`src/rtl/fesc_pkg.sv`:
```
package fesc_pkg;

    typedef enum logic [3:0] {
        S_READ      = 4'd0,
        S_ASEL      = 4'd1,
        S_PROGRAM   = 4'd2,
        S_CHIP      = 4'd3,
        S_WINDOW    = 4'd4,
        S_ERASING   = 4'd5,
        S_SUSP_PEND = 4'd6,
        S_SUSPENDED = 4'd7,
        S_SUSP_PROG = 4'd8,
        S_SUSP_ASEL = 4'd9
    } op_state_t;

    typedef struct packed {
        op_state_t st;
        logic      rej;
    } ctrl_regs_t;

endpackage

```
`src/rtl/fesc_tick_timer.sv`:
```
module fesc_tick_timer #(
    parameter int LIMIT = 4
) (
    input  logic clk,
    input  logic rst_n,
    input  logic start,
    input  logic run,
    input  logic tick,
    output logic expired
);
    localparam int CW = (LIMIT < 1) ? 1 : $clog2(LIMIT + 1);
    localparam logic [CW-1:0] LIM = CW'(LIMIT);

    logic [CW-1:0] cnt_d, cnt_q;

    always_comb begin
        cnt_d = cnt_q;
        if (start)
            cnt_d = '0;
        else if (run && tick && (cnt_q != LIM))
            cnt_d = cnt_q + 1'b1;
    end

    always_ff @(posedge clk or negedge rst_n) begin
        if (!rst_n) cnt_q <= '0;
        else        cnt_q <= cnt_d;
    end

    assign expired = (cnt_q == LIM);

    // a (re)start always brings the count back to zero
    p_start_clears_r3: assert property (@(posedge clk) disable iff (!rst_n)
        start |=> (cnt_q == '0));

endmodule

```
`src/rtl/fesc_sector_mask.sv`:
```
module fesc_sector_mask #(
    parameter int NSEC = 8,
    localparam int SW = (NSEC > 1) ? $clog2(NSEC) : 1
) (
    input  logic            clk,
    input  logic            rst_n,
    input  logic            clear,
    input  logic            add_en,
    input  logic [SW-1:0]   add_idx,
    input  logic [SW-1:0]   probe_idx,
    output logic [NSEC-1:0] mask,
    output logic            probe_hit
);
    logic [NSEC-1:0] bits_d, bits_q;

    for (genvar g = 0; g < NSEC; g++) begin : g_bit
        always_comb begin
            bits_d[g] = bits_q[g];
            if (clear)
                bits_d[g] = 1'b0;
            else if (add_en && (add_idx == SW'(g)))
                bits_d[g] = 1'b1;
        end
    end

    always_ff @(posedge clk or negedge rst_n) begin
        if (!rst_n) bits_q <= '0;
        else        bits_q <= bits_d;
    end

    assign mask      = bits_q;
    assign probe_hit = bits_q[probe_idx];

    // an add sets the addressed bit on the next cycle
    p_add_sets_r2: assert property (@(posedge clk) disable iff (!rst_n)
        (add_en && !clear) |=> bits_q[$past(add_idx)]);

endmodule

```
`src/rtl/flash_erase_suspend_ctrl.sv`:
```
module flash_erase_suspend_ctrl
    import fesc_pkg::*;
#(
    parameter int NSEC      = 8,
    parameter int WIN_TICKS = 6,
    parameter int LAT_TICKS = 3,
    localparam int SW = (NSEC > 1) ? $clog2(NSEC) : 1
) (
    input  logic            clk,
    input  logic            rst_n,
    input  logic            tick,
    input  logic            cmd_sector_erase,
    input  logic            cmd_chip_erase,
    input  logic            cmd_program,
    input  logic            cmd_suspend,
    input  logic            cmd_resume,
    input  logic            cmd_asel_enter,
    input  logic            cmd_asel_exit,
    input  logic [SW-1:0]   sector,
    input  logic            alg_done,
    output logic [3:0]      op_state,
    output logic [NSEC-1:0] erase_mask,
    output logic            prog_reject,
    output logic            suspended
);
    ctrl_regs_t cur_q, nxt_d;
    logic win_start, lat_start, win_expired, lat_expired;
    logic mask_clr, mask_add, probe_hit;

    fesc_tick_timer #(.LIMIT(WIN_TICKS)) u_win (
        .clk(clk), .rst_n(rst_n), .start(win_start),
        .run(cur_q.st == S_WINDOW), .tick(tick), .expired(win_expired));

    fesc_tick_timer #(.LIMIT(LAT_TICKS)) u_lat (
        .clk(clk), .rst_n(rst_n), .start(lat_start),
        .run(cur_q.st == S_SUSP_PEND), .tick(tick), .expired(lat_expired));

    fesc_sector_mask #(.NSEC(NSEC)) u_mask (
        .clk(clk), .rst_n(rst_n), .clear(mask_clr), .add_en(mask_add),
        .add_idx(sector), .probe_idx(sector), .mask(erase_mask),
        .probe_hit(probe_hit));

    always_comb begin
        nxt_d     = cur_q;
        nxt_d.rej = 1'b0;
        win_start = 1'b0;
        lat_start = 1'b0;
        mask_clr  = 1'b0;
        mask_add  = 1'b0;
        case (cur_q.st)
            S_READ: begin
                if (cmd_sector_erase) begin
                    nxt_d.st  = S_WINDOW;
                    mask_add  = 1'b1;
                    win_start = 1'b1;
                end else if (cmd_chip_erase) nxt_d.st = S_CHIP;
                else if (cmd_program)        nxt_d.st = S_PROGRAM;
                else if (cmd_asel_enter)     nxt_d.st = S_ASEL;
            end
            S_ASEL:            if (cmd_asel_exit) nxt_d.st = S_READ;
            S_PROGRAM, S_CHIP: if (alg_done)      nxt_d.st = S_READ;
            S_WINDOW: begin
                if (cmd_suspend) nxt_d.st = S_SUSPENDED;
                else if (cmd_sector_erase) begin
                    mask_add  = 1'b1;
                    win_start = 1'b1;
                end else if (win_expired) nxt_d.st = S_ERASING;
            end
            S_ERASING: begin
                if (alg_done) begin
                    nxt_d.st = S_READ;
                    mask_clr = 1'b1;
                end else if (cmd_suspend) begin
                    nxt_d.st  = S_SUSP_PEND;
                    lat_start = 1'b1;
                end
            end
            S_SUSP_PEND: begin
                if (alg_done) begin
                    nxt_d.st = S_READ;
                    mask_clr = 1'b1;
                end else if (lat_expired) nxt_d.st = S_SUSPENDED;
            end
            S_SUSPENDED: begin
                if (cmd_program) begin
                    if (probe_hit) nxt_d.rej = 1'b1;
                    else           nxt_d.st  = S_SUSP_PROG;
                end else if (cmd_asel_enter) nxt_d.st = S_SUSP_ASEL;
                else if (cmd_resume)         nxt_d.st = S_ERASING;
            end
            S_SUSP_PROG: if (alg_done)      nxt_d.st = S_SUSPENDED;
            S_SUSP_ASEL: if (cmd_asel_exit) nxt_d.st = S_SUSPENDED;
            default:     nxt_d.st = S_READ;
        endcase
    end

    always_ff @(posedge clk or negedge rst_n) begin
        if (!rst_n) cur_q <= '{st: S_READ, rej: 1'b0};
        else        cur_q <= nxt_d;
    end

    assign op_state    = cur_q.st;
    assign prog_reject = cur_q.rej;
    assign suspended   = (cur_q.st == S_SUSPENDED) || (cur_q.st == S_SUSP_PROG)
                      || (cur_q.st == S_SUSP_ASEL);

    // suspend inside the collection window takes effect at once
    p_window_suspend_now_r4: assert property (@(posedge clk) disable iff (!rst_n)
        (cur_q.st == S_WINDOW && cmd_suspend) |=> (cur_q.st == S_SUSPENDED));

    // once the latency count is reached the suspend completes next cycle
    p_latency_bound_r5: assert property (@(posedge clk) disable iff (!rst_n)
        (cur_q.st == S_SUSP_PEND && lat_expired && !alg_done) |=> (cur_q.st == S_SUSPENDED));

    // suspend during chip erase never leads into a suspend state
    p_chip_no_suspend_r6: assert property (@(posedge clk) disable iff (!rst_n)
        (cur_q.st == S_CHIP && cmd_suspend) |=> !suspended && (cur_q.st != S_SUSP_PEND));

    // resume from the suspended state continues the erase
    p_resume_r7: assert property (@(posedge clk) disable iff (!rst_n)
        (cur_q.st == S_SUSPENDED && cmd_resume && !cmd_program && !cmd_asel_enter)
        |=> (cur_q.st == S_ERASING));

    // a refused program leaves the erase suspended
    p_reject_holds_r9: assert property (@(posedge clk) disable iff (!rst_n)
        prog_reject |-> (cur_q.st == S_SUSPENDED));

    // erase completion returns to read with an empty mask
    p_done_clears_r11: assert property (@(posedge clk) disable iff (!rst_n)
        (cur_q.st == S_ERASING && alg_done) |=> (cur_q.st == S_READ && erase_mask == '0));

endmodule

```
`config.mk`:
```
export PLATFORM = sky130hd
export DESIGN_NAME = flash_erase_suspend_ctrl
export DESIGN_NICKNAME = d
export VERILOG_FILES = /design/src/rtl/fesc_pkg.sv /design/src/rtl/fesc_tick_timer.sv /design/src/rtl/fesc_sector_mask.sv /design/src/rtl/flash_erase_suspend_ctrl.sv
export SDC_FILE = /design/constraint.sdc
export NUM_CORES = 1
export LEC_CHECK = 0
export ABC_AREA = 0
export BUFFER_PORTS_ARGS = -buffer_cell sky130_fd_sc_hd__buf_2
export CELL_PAD_IN_SITES_DETAIL_PLACEMENT = 1
export CELL_PAD_IN_SITES_GLOBAL_PLACEMENT = 2
export CORE_MARGIN = 2
export CORE_UTILIZATION = 31
export CTS_CLUSTER_SIZE = 30
export DETAILED_ROUTE_END_ITERATION = 10
export PLACE_DENSITY = 0.75
export SLEW_MARGIN = 0
export SYNTH_ARGS = -nofsm -noshare
export SYNTH_HDL_FRONTEND = slang
export SYNTH_SLANG_ARGS = --single-unit
```
`constraint.sdc`:
```
create_clock -name clk -period 2.6 [get_ports clk]
set_input_delay 0.13 -clock clk [delete_from_list [all_inputs] [get_ports clk]]
set_output_delay 0.13 -clock clk [all_outputs]
set_load 0.005 [all_outputs]
```
==> run_results.csv <==
group,metric,value,unit
logic_synthesis,syn_area,1107,um^2
final_layout,antennaDiodeCount,0,
timing,slew_headroom,0.6757,
timing,tightest_slew,0.4864,ns
clock_network,ctsResizeCount,0,
power,peakVddDrop,0.3440,mV
grt,overflow,0,
logic_synthesis,ys_types,41,
placed_design,hpwl,2295,um
drt,drcViolationCount,0,
placed_design,port_buffers,27,
logic_synthesis,synth-xor-area-share,0.02373,
floorplanning,core_area,3390,um^2
setup_path,required,2.77,ns
logic_synthesis,async_flop_share,1.000,
setup_path,path_delay_family,"flip-flops",
grt,grt_pass1_vias,1046,
setup_path,slowest_delay,0.63,ns
timing,timing.final.ws_setup,0.5666,ns
floorplanning,io_pins,28,
clock_network,clkTransAtPathRegs,0.10,ns
timing,fmaxAchievable,491.8,MHz
drt,first_iter_violations,50,
final_layout,area_delta_synth_final,20.79,%
floorplanning,die_x,63.77,um
drt,routedWlPerCell,15.54,um
logic_synthesis,synth.area.mux_share,0.1062,
timing,rsz0062_at_grt,"false",
clock_network,clockBufferDepth,2,
setup_path,path_buf_inv,1,
clock_network,h-tree-depth,1,
logic_synthesis,syn_inst,113,
final_layout,fin_cells,188,
timing,fin_hold_ws,0.2042,ns
timing,period_minus_slack,2.033,ns
setup_path,crit_slowest_cell,"dfrtp_1",
drt,vias_per_cell,5.213,
logic_synthesis,ys_seq_area_frac,0.4068,
setup_path,end_kind,"register",
floorplanning,dieHeight,63.77,um
logic_synthesis,yosys.area_share.simple,0.1921,
timing,post-route-period-util,0.7821,
clock_network,clock_latency,0.28,ns
run_status,outcome,"complete, no violations",
setup_path,critPathKind,"reg2reg",
drt,ant_nets,0,
grt,antenna_found_initial,0,
grt,grt_use_total,0.1614,
power,p_leak,0.6495,nW
logic_synthesis,syn-num-nets,130,
floorplanning,initial_core_util,0.3267,
logic_synthesis,synth_edf_count,0,
drt,first_pass_iters,4,
drt,num_vias,980,
clock_network,cts-root-buf,"clkbuf_4",
final_layout,drive_gt1_frac,0.2746,
drt,wirelength,2922,um
logic_synthesis,ys_ff_latch,18,
floorplanning,die_area,4066,um^2
timing,report.final.slew_viol_count,0,
power,pwr_density_cell,968.7,nW/um^2
timing,skew,0.005089,ns
clock_network,cts_buffers,3,
timing,setup_viol,0,
clock_network,clock_sinks,18,
setup_path,crit_arrival,2.21,ns
logic_synthesis,yosysWarnings,0,
logic_synthesis,synth_top_area_cell,"dfrtp_1",
logic_synthesis,ys_top_cells_by_area,"dfrtp_1, nor2_1, mux4_1",
placed_design,pre_cts_slack,0.5841,ns
setup_path,cp_max_fo,15,
logic_synthesis,syn_avg_cell_area,9.799,um^2
logic_synthesis,synthAdderAreaFrac,0.03390,
logic_synthesis,synth.top_cell.area_share,0.4068,
floorplanning,rows,21,
job,max_cap_viol_count,0,
logic_synthesis,synth_top_family_by_area,"compound AO/OA/AOI/OAI gates",
timing,finalSetupTns,0,ns
final_layout,nets,160,
grt,grt_max_degree,19,
clock_network,tritoncts,"done",
placed_design,dp_cells,183,
setup_path,startpoint_type,"register",
setup_path,crit_chain,"nor2_1, nor4b_1, buf_4, o2bb2ai_1, a211oi_4, mux2_2",
logic_synthesis,synth_ff_type,"dfrtp_1",
grt,grt_pass1_wl,5154,um
timing,finalHoldViolCount,0,
placed_design,place_congestion,0.7497,
worst_hold_path,min_path_type,"in2reg",
logic_synthesis,synth_compound_area_frac,0.1921,
worst min-delay path, stage by stage:
cell,delay [ns]
buf_2,0.14
a31oi_1,0.10
nor2_1,0.08
logic make-up (layout without fill, tap and decap cells):
logic type	Yosys count	after routing
AO/OA/AOI/OAI	30	30
XOR/XNOR	3	3
adder cells (fa/ha/maj)	3	3
buffers and inverters	11	40
flip-flops	18	18
multiplexers	8	8
AND/OR/NAND/NOR	40	40
power by group:
part / switching, mW / internal [mW]
sequential: 0.136 / 0.378
combinational: 0.304 / 0.313
clock: 0.0795 / 0.0852
total: 0.520 / 0.776
Yosys cell counts (2+ instances only):
library cell and n:
clkbuf_1 4, nor4b_1 2, xnor2_1 2, o21ai_0 4, inv_1 5, nand2_1 6, dfrtp_1 18, mux2_1 2
nor2b_1 5, a21oi_1 7, a31oi_1 6, and3_1 2, mux2i_1 2, nor2_1 16, mux2_2 2, o221ai_1 2
ha_1 3, mux4_1 2
layer usage:
layer  GRT usage  up-vias  share of wire
met5           0        -              0
met3     0.02289        2          0.041
li1            -      476              -
met4     0.04891        0         0.0055
met1      0.2124      479           0.45
met2      0.2750       23           0.50
stage by stage:
step,instance area [um^2],total power [mW],util
detailed placement,1291,1.146,0.3810
CTS,1338,1.320,0.3946
floorplan,1107,0.9149,-
global placement,1291,1.116,0.3810
finish,1338,1.296,0.3946
global route,1338,1.428,0.3946
flip-flops by register name, indices dropped and copies added, names as in the netlist:
register	cells
op_state	4
prog_reject	1
u_lat.cnt_q	2
u_mask.mask	8
u_win.cnt_q	3
final cells by class:
class | count | area [um^2]
clock buffer | 4 | 36.28
fill | 403 | 2052
inverter | 5 | 18.77
multi-input combinational | 84 | 606.8
sequential | 18 | 450.4
tap | 46 | 57.56
timing repair buffer | 31 | 167.7
path summary, 6_finish.rpt:
path,startpoint,end,slack (ns),cells past startpoint
worst min register to register,u_mask.mask[1],u_mask.mask[1],0.53,2
worst max register to register,op_state[1],op_state[2],0.57,6
max in group asynchronous,rst_n,op_state[3],1.99,2
worst min-delay path,sector[2],u_mask.mask[4],0.20,3
worst max-delay path,op_state[1],op_state[2],0.57,6
min in group asynchronous,rst_n,u_lat.cnt_q[0],0.32,2
placed cells by master, fill, tap and decap left out, drive strengths merged, types with 2 or more instances in the layout:
master   n
ha       3
nor4b    2
nand2    6
mux2i    2
nor3b    2
and3     2
mux4     2
o21ai    4
buf     30
mux2     4
a31oi    6
a211oi   2
clkbuf   4
xnor2    2
nor2    16
a21oi    7
inv      5
dfrtp   18
o221ai   2
nor2b    5
repair_timing:
item | CTS | global route
hold buffers | 1 | 0
setup buffers | 0 | 0
hold endpoints to repair | 18 | 0
Note: power is estimated with default switching activity, not from simulation.
